===== config.mk =====
export PLATFORM = sky130hd
export DESIGN_NAME = base_value_cache
export DESIGN_NICKNAME = d
export VERILOG_FILES = /design/src/rtl/base_value_cache.sv
export SDC_FILE = /design/constraint.sdc
export NUM_CORES = 1
export LEC_CHECK = 0
export ABC_AREA = 0
export BUFFER_PORTS_ARGS = -buffer_cell sky130_fd_sc_hd__buf_4
export CORE_MARGIN = 8
export CORE_UTILIZATION = 55
export DETAILED_ROUTE_END_ITERATION = 8
export GPL_ROUTABILITY_DRIVEN = 0
export PLACE_DENSITY = 0.72
export SYNTH_ARGS = -nofsm -noshare
export SYNTH_HDL_FRONTEND = slang
export SYNTH_SLANG_ARGS = --single-unit

===== constraint.sdc =====
create_clock -name clk -period 7.54 [get_ports clk]
set_input_delay 0.377 -clock clk [delete_from_list [all_inputs] [get_ports clk]]
set_output_delay 0.377 -clock clk [all_outputs]
set_load 0.005 [all_outputs]

===== src/rtl/base_value_cache.sv =====
module base_value_cache #(
  parameter int ENTRIES = 4,
  parameter int REG_W   = 5,
  parameter int DATA_W  = 32,
  parameter int FREQ_W  = 4,
  parameter int SEL_W   = 4
) (
  input  logic              clk,
  input  logic              rst_n,
  input  logic              lk_valid,
  input  logic [REG_W-1:0]  lk_reg,
  output logic              lk_hit,
  output logic [DATA_W-1:0] lk_data,
  input  logic              wb_valid,
  input  logic [REG_W-1:0]  wb_reg,
  input  logic [DATA_W-1:0] wb_data,
  input  logic              al_valid,
  input  logic [REG_W-1:0]  al_reg,
  input  logic [DATA_W-1:0] al_data,
  output logic              policy_lfu
);
  localparam int IDX_W = (ENTRIES > 1) ? $clog2(ENTRIES) : 1;
  localparam logic [SEL_W-1:0] SEL_INIT = {1'b0, {(SEL_W-1){1'b1}}};

  typedef logic [IDX_W-1:0] idx_t;
  typedef logic [ENTRIES-1:0] vec_t;
  typedef logic [ENTRIES-1:0][IDX_W-1:0] rank_t;
  typedef logic [ENTRIES-1:0][FREQ_W-1:0] freq_t;
  typedef logic [ENTRIES-1:0][REG_W-1:0] tag_t;

  function automatic vec_t match_f(tag_t t, vec_t v, logic [REG_W-1:0] r);
    vec_t m;
    for (int i = 0; i < ENTRIES; i++) m[i] = v[i] && (t[i] == r);
    return m;
  endfunction

  function automatic idx_t enc_f(vec_t oh);
    idx_t e = '0;
    for (int i = 0; i < ENTRIES; i++) if (oh[i]) e = idx_t'(i);
    return e;
  endfunction

  function automatic idx_t free_f(vec_t v);
    idx_t e = '0;
    for (int i = ENTRIES - 1; i >= 0; i--) if (!v[i]) e = idx_t'(i);
    return e;
  endfunction

  function automatic idx_t oldest_f(rank_t r);
    idx_t e = '0;
    for (int i = 0; i < ENTRIES; i++) if (r[i] == idx_t'(ENTRIES - 1)) e = idx_t'(i);
    return e;
  endfunction

  function automatic idx_t rarest_f(freq_t f);
    int best = 0;
    for (int i = 1; i < ENTRIES; i++) if (f[i] < f[best]) best = i;
    return idx_t'(best);
  endfunction

  function automatic rank_t promote_f(rank_t r, idx_t e);
    rank_t o;
    for (int i = 0; i < ENTRIES; i++) begin
      if (idx_t'(i) == e)   o[i] = '0;
      else if (r[i] < r[e]) o[i] = r[i] + idx_t'(1);
      else                  o[i] = r[i];
    end
    return o;
  endfunction

  function automatic freq_t bump_f(freq_t f, idx_t e);
    freq_t o = f;
    o[e] = f[e] + FREQ_W'(1);
    if (&o[e]) for (int i = 0; i < ENTRIES; i++) o[i] = o[i] >> 1;
    return o;
  endfunction

  // real cache state
  vec_t  valid;
  tag_t  tag;
  rank_t rank;
  freq_t freq;
  logic [ENTRIES-1:0][DATA_W-1:0] data;

  // shadow directories
  vec_t  lv, fv;
  tag_t  lt, ft;
  rank_t lr;
  freq_t ff;
  logic [SEL_W-1:0] sel;

  vec_t lk_oh, wb_oh, al_oh, sl_oh, sf_oh;
  idx_t lk_idx, al_idx, victim, sl_idx, sf_idx;
  logic al_new, sl_hit, sf_hit;

  assign lk_oh  = match_f(tag, valid, lk_reg);
  assign lk_idx = enc_f(lk_oh);
  assign lk_hit = lk_valid && (|lk_oh);
  assign lk_data = !lk_hit ? '0 :
                   (wb_valid && wb_reg == lk_reg) ? wb_data : data[lk_idx];

  assign wb_oh  = match_f(tag, valid, wb_reg);
  assign al_oh  = match_f(tag, valid, al_reg);
  assign al_idx = enc_f(al_oh);
  assign al_new = al_valid && !(|al_oh);
  assign victim = !(&valid) ? free_f(valid) :
                  policy_lfu ? rarest_f(freq) : oldest_f(rank);

  assign policy_lfu = sel[SEL_W-1];

  assign sl_oh  = match_f(lt, lv, lk_reg);
  assign sl_hit = |sl_oh;
  assign sl_idx = sl_hit ? enc_f(sl_oh) : (!(&lv) ? free_f(lv) : oldest_f(lr));
  assign sf_oh  = match_f(ft, fv, lk_reg);
  assign sf_hit = |sf_oh;
  assign sf_idx = sf_hit ? enc_f(sf_oh) : (!(&fv) ? free_f(fv) : rarest_f(ff));

  always_ff @(posedge clk or negedge rst_n) begin
    if (!rst_n) begin
      valid <= '0;
      tag   <= '0;
      freq  <= '0;
      data  <= '0;
      for (int i = 0; i < ENTRIES; i++) rank[i] <= idx_t'(i);
    end else begin
      if (al_new) begin
        valid[victim] <= 1'b1;
        tag[victim]   <= al_reg;
        data[victim]  <= al_data;
        rank          <= promote_f(rank, victim);
        freq[victim]  <= FREQ_W'(1);
      end else begin
        if (al_valid) data[al_idx] <= al_data;
        if (lk_hit) begin
          rank <= promote_f(rank, lk_idx);
          freq <= bump_f(freq, lk_idx);
        end
      end
      for (int i = 0; i < ENTRIES; i++)
        if (wb_valid && wb_oh[i] && !(al_new && victim == idx_t'(i))) data[i] <= wb_data;
    end
  end

  always_ff @(posedge clk or negedge rst_n) begin
    if (!rst_n) begin
      lv <= '0;
      lt <= '0;
      fv <= '0;
      ft <= '0;
      ff <= '0;
      sel <= SEL_INIT;
      for (int i = 0; i < ENTRIES; i++) lr[i] <= idx_t'(i);
    end else if (lk_valid) begin
      lr <= promote_f(lr, sl_idx);
      if (!sl_hit) begin
        lv[sl_idx] <= 1'b1;
        lt[sl_idx] <= lk_reg;
      end
      if (sf_hit) ff <= bump_f(ff, sf_idx);
      else begin
        fv[sf_idx] <= 1'b1;
        ft[sf_idx] <= lk_reg;
        ff[sf_idx] <= FREQ_W'(1);
      end
      if (sf_hit && !sl_hit && !(&sel)) sel <= sel + SEL_W'(1);
      if (sl_hit && !sf_hit && (|sel))  sel <= sel - SEL_W'(1);
    end
  end

  // checks on the guarded logic
  vec_t rank_top, freq_full;
  always_comb
    for (int i = 0; i < ENTRIES; i++) begin
      rank_top[i]  = (rank[i] == '0);
      freq_full[i] = &freq[i];
    end

  assert_alloc_hits_R1: assert property (@(posedge clk) disable iff (!rst_n)
    al_valid |=> |match_f(tag, valid, $past(al_reg)));
  assert_wb_keeps_meta_R3: assert property (@(posedge clk) disable iff (!rst_n)
    (wb_valid && !al_valid && !lk_hit) |=> ($stable(rank) && $stable(freq)));
  assert_fill_one_R4: assert property (@(posedge clk) disable iff (!rst_n)
    (al_new && !(&valid)) |=> $countones(valid) == $countones($past(valid)) + 1);
  assert_rank_unique_R5: assert property (@(posedge clk) disable iff (!rst_n)
    $countones(rank_top) == 1);
  assert_freq_below_max_R7: assert property (@(posedge clk) disable iff (!rst_n)
    freq_full == '0);
  assert_sel_step_R8: assert property (@(posedge clk) disable iff (!rst_n)
    (sel == $past(sel)) || (sel == $past(sel) + SEL_W'(1)) || (sel == $past(sel) - SEL_W'(1)));
  assert_present_alloc_R9: assert property (@(posedge clk) disable iff (!rst_n)
    (al_valid && !al_new && !lk_hit) |=> ($stable(valid) && $stable(tag) && $stable(rank)));
endmodule


* Word-level counts from Yosys, hierarchy flattened
Cells that the tools add are included.
** Word-level totals
- Register bits after elaboration :: 252
- Bits in latches :: 0
- Memory bits (writable) :: 0
- Bits in read-only memories :: 0
- Bits of input ports :: 84
- Logic and storage cells :: 365
- Memories :: 0
** Cells by class
- Add/subtract/negate cells :: 12
- Multiply operators :: 0
- Div/mod/pow operators :: 0
- $lt $le $gt $ge :: 32
- Eq/ne operators :: 43
- Shift operators :: 0
- Mux-type cells :: 140
- Bitwise operators :: 11
- Reduce and logical (&&, ||, !) cells :: 91
** Operator list (count)
- 32-bit 2-to-1 mux :: 9
- 128-bit bitwise mux :: 2
- 128-bit 2-to-1 mux :: 2
- 32-bit demux with 2-bit select :: 2
- 32-bit by 4-bit less-than comparator with 1-bit output (second input constant) :: 4
- 2-bit 2-to-1 mux :: 61
- 5-bit == test :: 21
- 16-bit 2-to-1 mux :: 5
- 4-bit 2-to-1 mux :: 17
- 32-bit binary-select mux with 2-bit select :: 1
- 4-bit binary-select mux with 2-bit select :: 8
- 20-bit bitwise mux :: 3
- 1-bit logical AND :: 44
- 16-bit bitwise mux :: 2
- 5-bit demux with 2-bit select :: 3
- 12-bit AND :: 2
- 4-bit demux with 2-bit select :: 3
- 2-bit less-than comparator :: 12
- 4-bit less-than comparator :: 6
- 12-bit NOT :: 2
- 4-bit AND reduction :: 6
- 3-bit nonzero test :: 8
- 4-bit OR :: 5
- 4-bit OR reduction :: 5
- other kinds (21) :: 96

* Logic depth before layout (Yosys ltp)
Gate-level depths: netlist of the first run.
- Depth in word-level cells :: 24
- Mapped depth :: 27
- Depth with buffers taken out :: 26

* Worst setup path after synthesis of the first run
Ideal clock, no wire load.
- Path kind :: reg-to-reg
- Start :: register ff[1] in the netlist's numbering
- End :: register ff[12] in the netlist's numbering
- Setup time :: 0.131 ns
- Arrival :: 5.622 ns
- Data required time :: 7.409 ns
- Slack :: 1.787 ns
- Stages on the path, launching flop included :: 27
- Path buffers :: 2
- Clock period less this slack :: 5.753 ns
- Cells stage by stage :: dfrtp_1 -> inv_1 -> ha_1 -> a2111oi_0 -> or3_1 -> buf_4 -> mux2i_1 -> ha_1 -> a211oi_2 -> and2b_1 -> nand3_1 -> nand2_1 -> nor2_1 -> a21oi_1 -> ha_1 -> a2111o_1 -> a21oi_1 -> o211ai_1 -> a211oi_1 -> or2_1 -> buf_2 -> mux4_1 -> ha_1 -> xnor2_2 -> nor3b_4 -> o21ai_1 -> or3_1
** On the way
- Longest elaborated chain between the ends :: 24
- Elaborated cells between the ends (all ways) :: 29
- Classes of those cells :: add/sub: 1; order compare: 5; mux: 20; bitwise: 1; reduce/logical: 2
** Ends and longest elaborated chain
- start: declaration :: RTL line 89 : freq_t ff;
- start signal: assignment :: RTL line 159 : if (sf_hit) ff <= bump_f(ff, sf_idx);
- branches (longest 23 deep; another with 4-bit less-than comparator)
- 16-bit 2-to-1 mux * :: RTL line 159
Mark *: on every way between the ends. The select of a mux whose other input is x is not followed.
A chain may end at the register's enable or synchronous reset.

* Worst setup path after layout of the first run
Ends and elaborated chain as after synthesis.

==> flow_summary.json, run 1 <==
{
  "yosysTopAreaCell": "dfrtp_1",
  "layout.nets": 1973,
  "power_frac_comb_pct": 55.9,
  "first_pass_iters": 6,
  "setup_viol": 0,
  "worst_slew_pin_slew_ns": 1.140,
  "report.final.slew_viol_count": 0,
  "most-common-layout-cells": "dfrtp_1, nor2_1, nand2_1",
  "cap_violations": 0,
  "synthCells": 1793,
  "clkLatencyLatePin_ns": 0.56,
  "dieArea_mm2": 0.03502,
  "r2r-start": "ff[1]$_DFFE_PN0P_",
  "drc": 0,
  "wl_per_cell_um": 20.66,
  "whs_endpoint": "data[60]$_DFFE_PN0P_",
  "power_mw": 8.705,
  "timing.critical_path.buf_inv": 2,
  "die_h_um": 187.1,
  "regToRegEndpoint": "ff[12]$_DFFE_PN0P_",
  "place_inst": 2199,
  "cts-resized-gates": 0,
  "core_mm2": 0.02878,
  "startpoint": "ff[1]$_DFFE_PN0P_",
  "totalWireLength_mm": 46.55,
  "status": "completed",
  "clkSinkCount": 252,
  "antenna_found_initial": 1,
  "fin_ws_ns": 0.6794,
  "dpl_worst_slack_ns": 0.8484,
  "rsz0062_at_grt": "no",
  "cts-htree-levels": 1,
  "power.leakage_nw": 7.871,
  "slowest_delay_ns": 0.66,
  "area.growth.synth_to_final_pct": 12.48,
  "synth_top_cells_by_area": "dfrtp_1, nor2_1, nand2_1",
  "ys_ff_latch": 252,
  "period_share_pct": 90.99,
  "vdd_drop_max_mv": 0.2304,
  "p_per_area_mw_per_mm2": 480.5,
  "final_common_cell": "dfrtp_1",
  "post-dp-hpwl_mm": 29.51,
  "switching_share_pct": 44.06,
  "synthArstFlopShare_pct": 100.0,
  "max_freq_mhz": 145.8,
  "drt-vias-per-instance": 6.401,
  "crit_slowest_cell": "mux4_1",
  "crit_path_start_kind": "register",
  "pwr-share-seq_pct": 28.8,
  "vias": 14422,
  "ios": 118,
  "clk_pin_slew_ns": 0.06,
  "synth_edf_count": 0,
  "hold_start": "wb_data[28]",
  "ant_nets": 0,
  "r2r.worst_path.cells": 25,
  "cp_data_arrival_time_ns": 7.28,
  "yosys_warnings": 0,
  "hold_path.class": "in2reg",
  "grt_start_max_net_pins": 106,
  "tritoncts": "done",
  "grt_usage_pct": 25.80,
  "layout_min_cycle_time_ns": 6.861,
  "synth_ff_type": "dfrtp_1",
  "netlist_area_mm2": 0.01611,
  "initial_core_util_pct": 55.96,
  "rows": 62,
  "crit_path_frequent_cell": "ha_1",
  "die_x_um": 187.1,
  "root_buffer": "clkbuf_16",
  "critical_path_class": "reg2reg",
  "hold_depth": 3,
  "drtIter0Drc": 1241,
  "n_fill_cell": 2427,
  "clkPwrFrac_pct": 15.3,
  "stdcell_count": 2253,
  "post_cts_buffers": 0,
  "grt_pass1_vias": 14423,
  "final_hold_viol_count": 0,
  "worst_path_dominant_cell_family": "simple AND/OR/NAND/NOR gates",
  "endpoint_kind": "register",
  "ys_types": 86,
  "grt.overflow.total": 0,
  "internal_power_mw": 4.870,
  "drive_above_1_share_pct": 16.81,
  "ctsHoldBuffers": 1,
  "required_ns": 7.96,
  "syn_area_per_cell_um2": 8.983,
  "synthesis.nets": 1920,
  "power.switching_mw": 3.835,
  "cts_buffer_depth": 3,
  "grt_pass1_wl_mm": 76.31,
  "crit_path_max_fanout": 8,
  "yosysSeqAreaShare_pct": 39.24,
  "synth_top_area_share_pct": 37.44,
  "tns_ns": 0,
  "numCtsBuffers": 28,
  "regToRegSetupSlack_ns": 0.68,
  "worst_clock_skew_ns": 0.02668,
  "portBuffers": 117,
  "maxSlewHeadroom_pct": 23.84
}
==> kinds of logic (layout without fill, tap and decap cells) <==
| kind of cell | Yosys count | count (layout) | share of synthesized area, % |
|---|---|---|---|
| AND/OR/NAND/NOR | 569 | 569 | 15.97 |
| AO/OA/AOI/OAI | 521 | 521 | 21.78 |
| flip-flops | 252 | 252 | 39.24 |
| buffers and inverters | 159 | 234 | 4.179 |
| multiplexers | 130 | 130 | 8.879 |
| XOR/XNOR | 119 | 119 | 6.564 |
| adder cells (fa/ha/maj) | 43 | 43 | 3.387 |
| other | 0 | 1 | 0 |
==> routing by layer <==
layer	track usage (%)	vias up	wire length, um
met3	4.008	107	3771
met4	8.002	2	1237
li1	-	6621	-
met5	0	-	13
met2	42.31	658	21750
met1	34.66	7034	19780
==> worst max-delay path by stage <==
stage	cells past startpoint	slack [ns]	endpoint
finish	25	0.68	ff[12]$_DFFE_PN0P_
global route	25	0.22	ff[12]$_DFFE_PN0P_
CTS	25	0.81	ff[12]$_DFFE_PN0P_
detailed placement	25	0.85	ff[12]$_DFFE_PN0P_
global placement	25	1.10	ff[12]$_DFFE_PN0P_
floorplan	26	1.79	ff[12]$_DFFE_PN0P_
==> per-stage QoR <==
step	area [um^2]	hold slack [ns]	utilization (%)
finish	18120	0.06002	62.95
global route	18110	0.06353	62.94
CTS	18110	0.04025	62.94
detailed placement	17220	0.4933	59.83
global placement	17220	0.4787	59.83
floorplan	16110	0.08141	-
==> cell usage after synthesis (12+ instances only) <==
cell / count
and3_1: 12
ha_1: 42
mux2i_1: 60
nand2b_1: 15
nor4_1: 15
a22oi_1: 67
o21a_1: 12
buf_2: 16
nand2_1: 205
nor2_1: 210
dfrtp_1: 241
a22o_1: 19
a211oi_1: 38
a21oi_1: 104
mux2_2: 67
nand3_1: 25
clkbuf_1: 91
o21ai_0: 115
inv_1: 35
o32ai_1: 22
a21o_1: 14
nor3_1: 25
a311oi_1: 35
xnor2_1: 51
xor2_1: 66
==> power by group through the flow <==
stage	clock (mW)	combinational, mW	sequential [mW]
global placement	0	4.65	2.48
floorplan	0	3.74	2.37
finish	1.33	4.86	2.51
global route	1.41	5.37	2.58
detailed placement	0	4.79	2.51
CTS	1.36	4.83	2.50
==> flip-flops by register name, summed over array words and instances (netlist names) <==
signal	flops
fv	4
data	128
lv	4
ft	20
rank	8
lr	8
freq	16
ff	16
valid	4
lt	20
tag	20
sel	4
==> layout make-up <==
type                    instances  area (um^2)  share of cell area [%]
multi-input cells            1382         9191                   50.73
flip-flops and latches        252         6320                   34.88
repair buffers                145         1099                   6.064
clock buffers                  42        793.3                   4.378
well taps                     384        480.5                   2.652
inverters                      37        138.9                  0.7666
clock inverters                10        92.59                  0.5110
diodes                          1        2.502                 0.01381
==> worst register-to-register path, stage by stage (launching register included) <==
cell and delay, ns:
dfrtp_1 0.46, inv_1 0.07, ha_1 0.31, a2111oi_0 0.40, or3_1 0.31, mux2i_1 0.15
ha_1 0.23, a211oi_2 0.30, and2b_1 0.20, nand3_1 0.12, nand2_1 0.19, nor2_1 0.07
a21oi_1 0.14, ha_1 0.26, a2111o_1 0.40, a21oi_1 0.13, o211ai_1 0.10, a211oi_1 0.26
or2_1 0.34, mux4_1 0.66, ha_1 0.33, xnor2_2 0.21, nor3b_4 0.41, buf_4 0.25
o21ai_1 0.08, or3_1 0.36
Power figures use the tool's default switching activity.
==> run 2: changes to the inputs <==
Settings changed: GPL_TIMING_DRIVEN set to 0.
==> run 2 against run 1 <==
  * Cell count up 3.9%
  * Worst setup slack better by 0.19 ns
  * Clock power up 13%
  * Register-to-register slack better by 0.19 ns
  * Critical path depth up 1
  * Sequential share of layout area down 0.69 points
  * Wire length up 7.8%
  * Core utilization up 1.3 points
  * First-iteration DRC count up 17%
  * Sequential cell count unchanged
  * Combinational power up 2%
==> flow_summary.json, run 2 (synthesized netlist as in run 1, its figures left out) <==
{
  "cts-htree-levels": 1,
  "hold_depth": 3,
  "p_per_area_mw_per_mm2": 484.3,
  "final_hold_viol_count": 0,
  "grt_pass1_wl_mm": 80.70,
  "rsz0062_at_grt": "no",
  "vdd_drop_max_mv": 0.2328,
  "r2r-start": "ff[1]$_DFFE_PN0P_",
  "crit_path_max_fanout": 9,
  "status": "completed",
  "rows": 62,
  "crit_path_start_kind": "register",
  "wl_met3_mm": 4.218,
  "cp_data_arrival_time_ns": 7.11,
  "drc": 0,
  "report.final.slew_viol_count": 0,
  "hold_start": "wb_data[19]",
  "wl_met1_mm": 21.06,
  "ant_nets": 0,
  "die_h_um": 187.1,
  "setup_viol": 0,
  "cts-resized-gates": 0,
  "hold_path.class": "in2reg",
  "drt-vias-per-instance": 6.404,
  "stdcell_count": 2341,
  "numCtsBuffers": 29,
  "r2r.worst_path.cells": 26,
  "wl_per_cell_um": 21.43,
  "worst_slew_pin_slew_ns": 1.299,
  "endpoint_kind": "register",
  "critical_path_class": "reg2reg",
  "largest_reg_flops": 128,
  "root_buffer": "clkbuf_16",
  "regToRegEndpoint": "ff[11]$_DFFE_PN0P_",
  "power_mw": 8.952,
  "die_x_um": 187.1,
  "dieArea_mm2": 0.03502,
  "post_cts_buffers": 0,
  "max_freq_mhz": 150.0,
  "core_mm2": 0.02878,
  "finalInstanceArea_mm2": 0.01849,
  "met2_length_mm": 23.29,
  "final_common_cell": "dfrtp_1",
  "regToRegSetupSlack_ns": 0.87,
  "clkLatencyLatePin_ns": 0.55,
  "clk_pin_slew_ns": 0.06,
  "drtIter0Drc": 1458,
  "top_layer": "met5",
  "first_pass_iters": 7,
  "top_register": "data",
  "tns_ns": 0,
  "place_area_mm2": 0.01745,
  "layout.nets": 2060,
  "whs_endpoint": "data[51]$_DFFE_PN0P_",
  "holdWs_ns": 0.06673,
  "most-common-layout-cells": "dfrtp_1, nor2_1, nand2_1",
  "clkSinkCount": 252,
  "ios": 118,
  "totalWireLength_mm": 50.16,
  "grt.overflow.total": 0,
  "required_ns": 7.98,
  "grt_usage_pct": 27.64,
  "layout_min_cycle_time_ns": 6.667,
  "post-dp-hpwl_mm": 34.84,
  "antenna_found_initial": 1,
  "vias": 14991,
  "tritoncts": "done",
  "drive_above_1_share_pct": 15.34,
  "fin_ws_ns": 0.8731,
  "power.leakage_nw": 8.000,
  "place_inst": 2285,
  "cap_violations": 0,
  "period_share_pct": 88.42,
  "fin_util_pct": 64.23,
  "n_fill_cell": 2391,
  "dpl_worst_slack_ns": 1.031,
  "grt_start_max_net_pins": 102,
  "area.growth.synth_to_final_pct": 14.77,
  "grt_pass1_vias": 15166,
  "portBuffers": 106,
  "cts_buffer_depth": 3,
  "maxSlewHeadroom_pct": 12.82,
  "initial_core_util_pct": 55.96,
  "worst_clock_skew_ns": 0.01148
}
==> run 2: cell type report <==
class                      instances  area (um^2)  area share (%)
antenna                            1        2.502         0.01354
clock inverter                    13        171.4          0.9273
timing repair buffer             109        868.3           4.697
inverter                          37        138.9          0.7513
buffer                           122        534.3           2.890
tap                              384        480.5           2.599
multi-input combinational       1382         9119           49.33
sequential                       252         6320           34.19
clock buffer                      41        850.8           4.603
==> run 2: worst max-delay path by stage <==
| stage | startpoint | to | cells past startpoint |
|---|---|---|---|
| 2_1_floorplan | ff[1]$_DFFE_PN0P_ | ff[12]$_DFFE_PN0P_ | 26 |
| 5_1_grt | ff[1]$_DFFE_PN0P_ | ff[11]$_DFFE_PN0P_ | 26 |
| 3_5_place_dp | freq[2]$_DFFE_PN0P_ | rank[1]$_DFFE_PN0P_ | 22 |
| 3_3_place_gp | freq[2]$_DFFE_PN0P_ | data[120]$_DFFE_PN0P_ | 21 |
| 6_report | ff[1]$_DFFE_PN0P_ | ff[11]$_DFFE_PN0P_ | 26 |
| 4_1_cts | ff[1]$_DFFE_PN0P_ | ff[9]$_DFFE_PN0P_ | 27 |
==> run 2: power by group <==
| group | internal, mW | leakage, nW | total, mW | switching [mW] |
|---|---|---|---|---|
| sequential | 2.01 | 2.97 | 2.50 | 0.490 |
| clock | 0.919 | 0.508 | 1.50 | 0.584 |
| combinational | 2.13 | 4.52 | 4.95 | 2.82 |
| total | 5.06 | 8.00 | 8.95 | 3.90 |
==> run 2: repair_timing <==
action                                  in CTS  in global routing
endpoints found under the setup margin       0                  0
hold buffers                                 1                  0
endpoints found under the hold margin       66                  0
==> run 2: critical path, stage by stage, from the launching register on <==
cell       delay, ns
dfrtp_1         0.50
inv_1           0.08
ha_1            0.30
a2111oi_0       0.08
or3_1           0.38
buf_4           0.17
mux2i_1         0.16
ha_1            0.25
a211oi_2        0.28
and2b_1         0.20
nand3_1         0.11
nand2_1         0.20
nor2_1          0.07
a21oi_1         0.15
ha_1            0.27
a2111o_1        0.40
a21oi_1         0.17
o211ai_1        0.12
a211oi_1        0.21
or2_1           0.12
buf_2           0.20
mux4_1          0.64
ha_1            0.34
xnor2_2         0.20
nor3_2          0.52
o21ai_0         0.15
a22o_1          0.25
==> run 2: layer usage <==
metal | track usage [%] | vias to the layer above
met5 | 0 | -
met4 | 10.48 | 2
met3 | 4.903 | 122
met2 | 44.57 | 730
met1 | 36.66 | 7342
li1 | - | 6795
